<file path="config.mk">
export PLATFORM = sky130hd
export DESIGN_NAME = pflash_wr_seq
export DESIGN_NICKNAME = d
export VERILOG_FILES = /design/src/rtl/pfws_pkg.sv /design/src/rtl/pfws_rst_sync.sv /design/src/rtl/pfws_interval.sv /design/src/rtl/pfws_since.sv /design/src/rtl/pfws_ce_drive.sv /design/src/rtl/pflash_wr_seq.sv
export SDC_FILE = /design/constraint.sdc
export NUM_CORES = 1
export LEC_CHECK = 0
export BUFFER_PORTS_ARGS = -buffer_cell sky130_fd_sc_hd__buf_2
export CORE_MARGIN = 5
export CORE_UTILIZATION = 49
export CTS_BUF_LIST = sky130_fd_sc_hd__clkbuf_16
export DETAILED_ROUTE_END_ITERATION = 6
export PLACE_DENSITY = 0.78
export REMOVE_ABC_BUFFERS = 1
export SETUP_SLACK_MARGIN = 0.02
export SYNTH_ARGS = -nofsm -noshare
export SYNTH_HDL_FRONTEND = slang
export SYNTH_SLANG_ARGS = --single-unit
</file>
<file path="constraint.sdc">
create_clock -name clk -period 2.7 [get_ports clk]
set_input_delay 0.135 -clock clk [delete_from_list [all_inputs] [get_ports clk]]
set_output_delay 0.135 -clock clk [all_outputs]
set_load 0.02 [all_outputs]
</file>
<file path="src/rtl/pfws_pkg.sv">
package pfws_pkg;

  typedef enum logic [3:0] {
    S_RST_LO,
    S_RST_REC,
    S_IDLE,
    S_W_LEAD,
    S_W_PULSE,
    S_W_HIGH,
    S_R_WAIT,
    S_R_OE,
    S_R_REC
  } seq_state_t;

  function automatic int imax(input int a, input int b);
    return (a > b) ? a : b;
  endfunction

endpackage

</file>
<file path="src/rtl/pfws_rst_sync.sv">
module pfws_rst_sync (
  input  logic clk,
  input  logic rst_n,
  output logic rst_n_sync
);
  logic [1:0] sync_q;

  always_ff @(posedge clk or negedge rst_n) begin
    if (!rst_n) sync_q <= 2'b00;
    else        sync_q <= {sync_q[0], 1'b1};
  end

  assign rst_n_sync = sync_q[1];
endmodule

</file>
<file path="src/rtl/pfws_interval.sv">
module pfws_interval #(
  parameter int W       = 8,
  parameter int RST_VAL = 0
) (
  input  logic         clk,
  input  logic         rst_n,
  input  logic         load,
  input  logic [W-1:0] load_val,
  output logic         done
);
  logic [W-1:0] cnt_q, cnt_d;
  logic         cnt_en;

  always_comb begin
    cnt_en = load || (cnt_q != '0);
    cnt_d  = load ? load_val : (cnt_q - 1'b1);
  end

  always_ff @(posedge clk or negedge rst_n) begin
    if (!rst_n)      cnt_q <= W'(RST_VAL);
    else if (cnt_en) cnt_q <= cnt_d;
  end

  assign done = (cnt_q == '0);
endmodule

</file>
<file path="src/rtl/pfws_since.sv">
module pfws_since #(
  parameter int W   = 5,
  parameter int SAT = 18
) (
  input  logic         clk,
  input  logic         rst_n,
  input  logic         restart,
  output logic [W-1:0] cnt
);
  logic [W-1:0] cnt_q, cnt_d;
  logic         cnt_en;

  always_comb begin
    cnt_en = restart || (cnt_q != W'(SAT));
    cnt_d  = restart ? '0 : (cnt_q + 1'b1);
  end

  always_ff @(posedge clk or negedge rst_n) begin
    if (!rst_n)      cnt_q <= W'(SAT);
    else if (cnt_en) cnt_q <= cnt_d;
  end

  assign cnt = cnt_q;
endmodule

</file>
<file path="src/rtl/pfws_ce_drive.sv">
module pfws_ce_drive #(
  parameter int         N      = 3,
  parameter logic [N-1:0] ON_LVL = '0
) (
  input  logic         en,
  output logic [N-1:0] ce
);
  for (genvar i = 0; i < N; i++) begin : g_line
    if (ON_LVL[i]) begin : g_hi
      assign ce[i] = en;
    end else begin : g_lo
      assign ce[i] = ~en;
    end
  end
endmodule

</file>
<file path="src/rtl/pflash_wr_seq.sv">
module pflash_wr_seq
  import pfws_pkg::*;
#(
  parameter int         AW          = 23,
  parameter int         DW          = 16,
  parameter logic [2:0] CE_ON_LVL   = 3'b010,
  parameter int         T_RST_LO    = 4,
  parameter int         T_RST_REC   = 201,
  parameter int         T_CE_LEAD   = 3,
  parameter int         T_WP        = 14,
  parameter int         T_WP_CREDIT = 2,
  parameter int         T_DS        = 11,
  parameter int         T_DH        = 2,
  parameter int         T_WPH       = 6,
  parameter int         T_WHGL      = 7,
  parameter int         T_STS       = 18,
  parameter int         T_RD_ACC    = 8,
  parameter int         T_RD_REC    = 6
) (
  input  logic          clk,
  input  logic          rst_n,
  input  logic          req_valid,
  output logic          req_ready,
  input  logic          req_write,
  input  logic [AW-1:0] req_addr,
  input  logic [DW-1:0] req_wdata,
  output logic [DW-1:0] rd_data,
  output logic          rd_valid,
  output logic          sts_settled,
  output logic          fl_rst_n,
  output logic [2:0]    fl_ce,
  output logic          fl_we_n,
  output logic          fl_oe_n,
  output logic [AW-1:0] fl_addr,
  output logic [DW-1:0] fl_dq_out,
  output logic          fl_dq_oe,
  input  logic [DW-1:0] fl_dq_in
);
  // Derived cycle counts
  localparam int WE_CREDIT = (T_CE_LEAD >= T_WP_CREDIT) ? T_WP_CREDIT : 0;
  localparam int WE_LOW    = imax(1, imax(imax(T_WP - WE_CREDIT, T_WP - T_CE_LEAD),
                                          T_DS - T_CE_LEAD));
  localparam int WR_HIGH   = imax(T_WPH, T_DH);
  localparam int TMAX      = imax(imax(imax(T_RST_LO, T_RST_REC), imax(WE_LOW, WR_HIGH)),
                                  imax(imax(T_CE_LEAD, T_RD_ACC), T_RD_REC));
  localparam int TW        = $clog2(TMAX + 1);
  localparam int SMAX      = imax(T_WHGL, T_STS);
  localparam int SW        = $clog2(SMAX + 1);

  logic              rst_n_int;
  seq_state_t        st_q, st_d;
  logic              tmr_load, tmr_done;
  logic [TW-1:0]     tmr_val;
  logic              accept, we_rise, rd_ok;
  logic [SW-1:0]     since_we;
  logic [AW-1:0]     addr_q;
  logic [DW-1:0]     data_q, rdat_q;
  logic              rval_q, rst_pin_q, ce_en_q, we_n_q, oe_n_q, dq_oe_q;

  pfws_rst_sync u_rst (.clk(clk), .rst_n(rst_n), .rst_n_sync(rst_n_int));

  pfws_interval #(.W(TW), .RST_VAL(T_RST_LO - 1)) u_tmr (
    .clk(clk), .rst_n(rst_n_int), .load(tmr_load), .load_val(tmr_val), .done(tmr_done)
  );

  pfws_since #(.W(SW), .SAT(SMAX)) u_since (
    .clk(clk), .rst_n(rst_n_int), .restart(we_rise), .cnt(since_we)
  );

  pfws_ce_drive #(.N(3), .ON_LVL(CE_ON_LVL)) u_ce (.en(ce_en_q), .ce(fl_ce));

  assign rd_ok       = (since_we >= SW'(T_WHGL - 1));
  assign sts_settled = (since_we >= SW'(T_STS));
  assign req_ready   = (st_q == S_IDLE);
  assign accept      = req_ready && req_valid;
  assign we_rise     = (st_q == S_W_PULSE) && (st_d != S_W_PULSE);

  // Next-state logic
  always_comb begin
    st_d     = st_q;
    tmr_load = 1'b0;
    tmr_val  = '0;
    unique case (st_q)
      S_RST_LO: if (tmr_done) begin
        st_d = S_RST_REC; tmr_load = 1'b1; tmr_val = TW'(T_RST_REC - 1);
      end
      S_RST_REC: if (tmr_done) st_d = S_IDLE;
      S_IDLE: if (accept) begin
        if (req_write) begin
          st_d = S_W_LEAD; tmr_load = 1'b1; tmr_val = TW'(T_CE_LEAD - 1);
        end else begin
          st_d = S_R_WAIT;
        end
      end
      S_W_LEAD: if (tmr_done) begin
        st_d = S_W_PULSE; tmr_load = 1'b1; tmr_val = TW'(WE_LOW - 1);
      end
      S_W_PULSE: if (tmr_done) begin
        st_d = S_W_HIGH; tmr_load = 1'b1; tmr_val = TW'(WR_HIGH - 1);
      end
      S_W_HIGH: if (tmr_done) st_d = S_IDLE;
      S_R_WAIT: if (rd_ok) begin
        st_d = S_R_OE; tmr_load = 1'b1; tmr_val = TW'(T_RD_ACC - 1);
      end
      S_R_OE: if (tmr_done) begin
        st_d = S_R_REC; tmr_load = 1'b1; tmr_val = TW'(T_RD_REC - 1);
      end
      S_R_REC: if (tmr_done) st_d = S_IDLE;
      default: st_d = S_IDLE;
    endcase
  end

  // State and pin registers (pins decoded from next state)
  always_ff @(posedge clk or negedge rst_n_int) begin
    if (!rst_n_int) begin
      st_q      <= S_RST_LO;
      rst_pin_q <= 1'b0;
      ce_en_q   <= 1'b0;
      we_n_q    <= 1'b1;
      oe_n_q    <= 1'b1;
      dq_oe_q   <= 1'b0;
      rval_q    <= 1'b0;
    end else begin
      st_q      <= st_d;
      rst_pin_q <= (st_d != S_RST_LO);
      ce_en_q   <= (st_d == S_W_LEAD) || (st_d == S_W_PULSE) || (st_d == S_R_OE);
      we_n_q    <= (st_d != S_W_PULSE);
      oe_n_q    <= (st_d != S_R_OE);
      dq_oe_q   <= (st_d == S_W_LEAD) || (st_d == S_W_PULSE) || (st_d == S_W_HIGH);
      rval_q    <= (st_q == S_R_OE) && tmr_done;
    end
  end

  // Request capture
  always_ff @(posedge clk or negedge rst_n_int) begin
    if (!rst_n_int) begin
      addr_q <= '0;
      data_q <= '0;
    end else if (accept) begin
      addr_q <= req_addr;
      data_q <= req_wdata;
    end
  end

  // Read data capture
  always_ff @(posedge clk or negedge rst_n_int) begin
    if (!rst_n_int)                           rdat_q <= '0;
    else if ((st_q == S_R_OE) && tmr_done)    rdat_q <= fl_dq_in;
  end

  assign fl_rst_n  = rst_pin_q;
  assign fl_we_n   = we_n_q;
  assign fl_oe_n   = oe_n_q;
  assign fl_addr   = addr_q;
  assign fl_dq_out = data_q;
  assign fl_dq_oe  = dq_oe_q;
  assign rd_data   = rdat_q;
  assign rd_valid  = rval_q;
endmodule

</file>
==> key figures <==
Timing
  • Actual transition at the worst max-transition pin: approximately 950 ps
  • Final period utilization: approximately 90%
  • Final Slew Violations: 0
  • Final setup fails: 0
  • RSZ-0062 raised after global routing: false
  • Worst slew margin: 36.4%
  • F_max: 0.410 GHz
  • Final setup TNS: 0 ps
  • Final Skew: 6.17 ps
  • Fin. Hold Viols: 0
  • Min Tclk post-route: ~2400 ps

Critical path
  • R2r setup slk: 260 ps
  • CP Max Fanout: 7
  • Type of the worst setup path: flop to flop
  • Crit. End Element: flop
  • Startpoint Class: flop
  • Crit Reg-Reg Startpoint: u_tmr.cnt_q[0]$_DFFE_PN1P_
  • CP required: 2890 ps
  • Critical path arrival: around 2600 ps
  • Worst Setup SP: u_tmr.cnt_q[0]$_DFFE_PN1P_

Drt
  • Final ANT Viol Nets: 0
  • DRT iter0 DRCs: 139
  • Detailed Routing Iterations Pass 1: 4
  • Met3 WL post-DR: 467 um
  • DR top layer: met4
  • Met2 routed wirelength: 3830 um
  • # DRC: 0
  • Number of vias per cell: 5.33
  • Final WL: 7540 um
  • Wl on met1: 3060 um
  • WL per Instance: 16.3 um
  • Via count: 2,462

Floorplanning
  • Die Ht: ~93 um
  • Die area: approximately 8700 um2
  • # rows: 30
  • I/O pins: roughly 120
  • Core box area: 6760 um2
  • Die Width: 93.1 um
  • Starting density of the core: 50.1%

Synthesis
  • Largest cells by area after synthesis: dfrtp_1 55%, mux2_2 19%, dfstp_2 4.7%, nor2_1 1.8%, mux2i_1 1.2%
  • FFs w/ async S/R, synth: 100%
  • YS warnings: 0
  • Dominant cell type by area after synthesis: dfrtp_1
  • Syn Inst Count: 249
  • EDFF count, synth: 0
  • Synth Register Bits: 80
  • Register area share after synthesis: 59.4%
  • Avg Inst Size Synth: 13.6 um2
  • Most common cell in the netlist: dfrtp_1
  • Top cells by count, synth: 74 x dfrtp_1, 56 x mux2_2, 16 x nor2_1
  • Predominant post-synthesis flop cell: dfrtp_1
  • Synth top area share: 54.7%
  • Yosys cell types: 52
  • Post-Synthesis Cell Area: 3380 um2

Outcome
  • Status: finished, final reports clean

Placed design
  • HPWL Detailed: about 5500 um
  • Placer Congestion: roughly 0.86
  • Placed inst area: just over 4000 um2
  • Cell count after placement: approximately 450
  • Port bufs: 123

CTS
  • Root Driver: clkbuf_16
  • CTS Buf Count: 9
  • CTS Buffer Depth: 2
  • Clock sink total: 80
  • Worst-Skew Late Latency: 330 ps
  • CTS clk-pin slew, worst paths: 60 ps
  • CTS tree: built
  • Postcts setup bufs: 0
  • H-tree level count: 3

Finish
  • Final instance area: 4360 um2
  • Area of the multi-input gates: 1290 um2
  • Final-stage net count: 439
  • Register area: 2010 um2
  • # diodes: 0
  • FILL cells: 528
  • Final cell count without fillers: 462
  • Area Overhead vs Synth: 28.9%
  • Layout cell share with drive strength beyond 1: 56.3%

Power and ir drop
  • Sw frac: 22.1%
  • Combinational Power Share: about 1.8%
  • Pleak: 2.35 nW
  • PwrDens: 548 nW/um2
  • Sw Pwr: 0.000529 W
  • Cell Int Power: approximately 0.0019 W
  • VDD IR-drop max: 0.372 mV
  • Reg power frac: 51.1%
  • Clk pwr share: a little under half

Run
  • Max-cap violations: 0

Hold path
  • Hold Startpoint: req_wdata[9]
  • Worst Hold Class: input port to flop

Global route
  • Overflow after GRT: 0
  • Largest net degree at the start of global routing: 79
  • First-pass GRT wire length: 12,500 um
  • Total GRT Usage: 18.4%
  • Vias in the first global route: approximately 2,600
  • Initial antenna violation count: 0
power groups by stage:
stage | registers [W] | logic, W | clock network (W)
final | 0.00122 | 0.0000432 | 0.00113
after detailed placement | 0.00125 | 0.0000423 | 0
after global routing | 0.00123 | 0.0000489 | 0.00120
after floorplan | 0.00124 | 0.00000123 | 0
after global placement | 0.00125 | 0.0000406 | 0
after CTS | 0.00122 | 0.0000436 | 0.00116
sequential cells by signal (all words and copies together) (netlist names), 2 cells and up:
signal / cells
fl_addr: 23
fl_dq_out: 16
rd_data: 16
u_tmr.cnt_q: 8
u_since.cnt: 5
st_q: 4
u_rst.sync_q: 2
layout by cell type, fill, tap and decap left out, types with 2 or more instances in the layout:
cell type / instances
nor2_1: 16
mux2i_1: 4
nor3b_1: 2
o22ai_1: 3
nand3_1: 7
buf_2: 123
o21a_1: 2
clkbuf_16: 9
dfrtp_1: 73
inv_1: 6
o21ai_0: 6
a21oi_1: 4
or3_1: 2
nor4_1: 2
nand2b_1: 3
or4_1: 2
dfstp_2: 6
nand2_1: 6
clkinvlp_4: 2
nor3_1: 2
buf_4: 4
ha_1: 3
mux2_2: 56
xor2_1: 4
inv_6: 2
layout make-up:
cell class	instances	area share (%)
Sequential cell	80	46.2
Multi-Input combinational cell	151	29.5
Timing Repair Buffer	128	15.0
Clock buffer	9	5.16
Tap cell	80	2.29
Clock inverter	7	1.20
Inverter	7	0.602
metrics by stage:
step	utilization [%]	total power [W]	worst slack [ps]	hold WS [ps]
after global placement	60.3	0.00129	375	-78.4
final	64.6	0.00239	261	30.7
after CTS	64.6	0.00243	261	20.9
after global routing	64.6	0.00247	153	23.7
after floorplan	-	0.00124	96.5	-161
after detailed placement	60.3	0.00129	270	-74.2
what timing repair did:
| item | 4_1_cts | 5_1_grt |
|---|---|---|
| gates resized for setup | 0 | 0 |
| endpoints found under the hold margin | 2 | 0 |
| hold buffers | 1 | 0 |
| endpoints found under the setup margin | 0 | 0 |
worst max-delay path, stage by stage, from the launching register on:
cell and delay (ps):
dfstp_2 390, inv_1 60, ha_1 200, or4b_1 610, nor2_4 270, o211a_2 250, inv_2 50, or4_1 470
final timing paths:
path / cells after the start / end
min in group asynchronous: 2 / u_rst.sync_q[1]$_DFF_PN0_
min reg2reg: 0 / u_rst.sync_q[1]$_DFF_PN0_
max in group asynchronous: 0 / u_since.cnt[2]$_DFFE_PN0P_
min: 2 / fl_dq_out[9]$_DFFE_PN0P_
max: 7 / fl_rst_n$_DFF_PN0_
max reg2reg: 7 / fl_rst_n$_DFF_PN0_
cell families after synthesis:
logic type,share of synthesized area [%]
compound gates,6.88
xor+xnor,1.29
fa+ha+maj,1.11
buf+inv,2.51
flops,59.4
mux,19.8
other cells,0.111
simple gates,8.88
layer usage:
layer | global-route usage, % | up-vias
met5 | 0 | -
met4 | 9.04 | 0
met3 | 4.42 | 14
met2 | 29.9 | 83
met1 | 23.2 | 1211
li1 | - | 1154
Note: power is estimated with default switching activity, not from simulation.
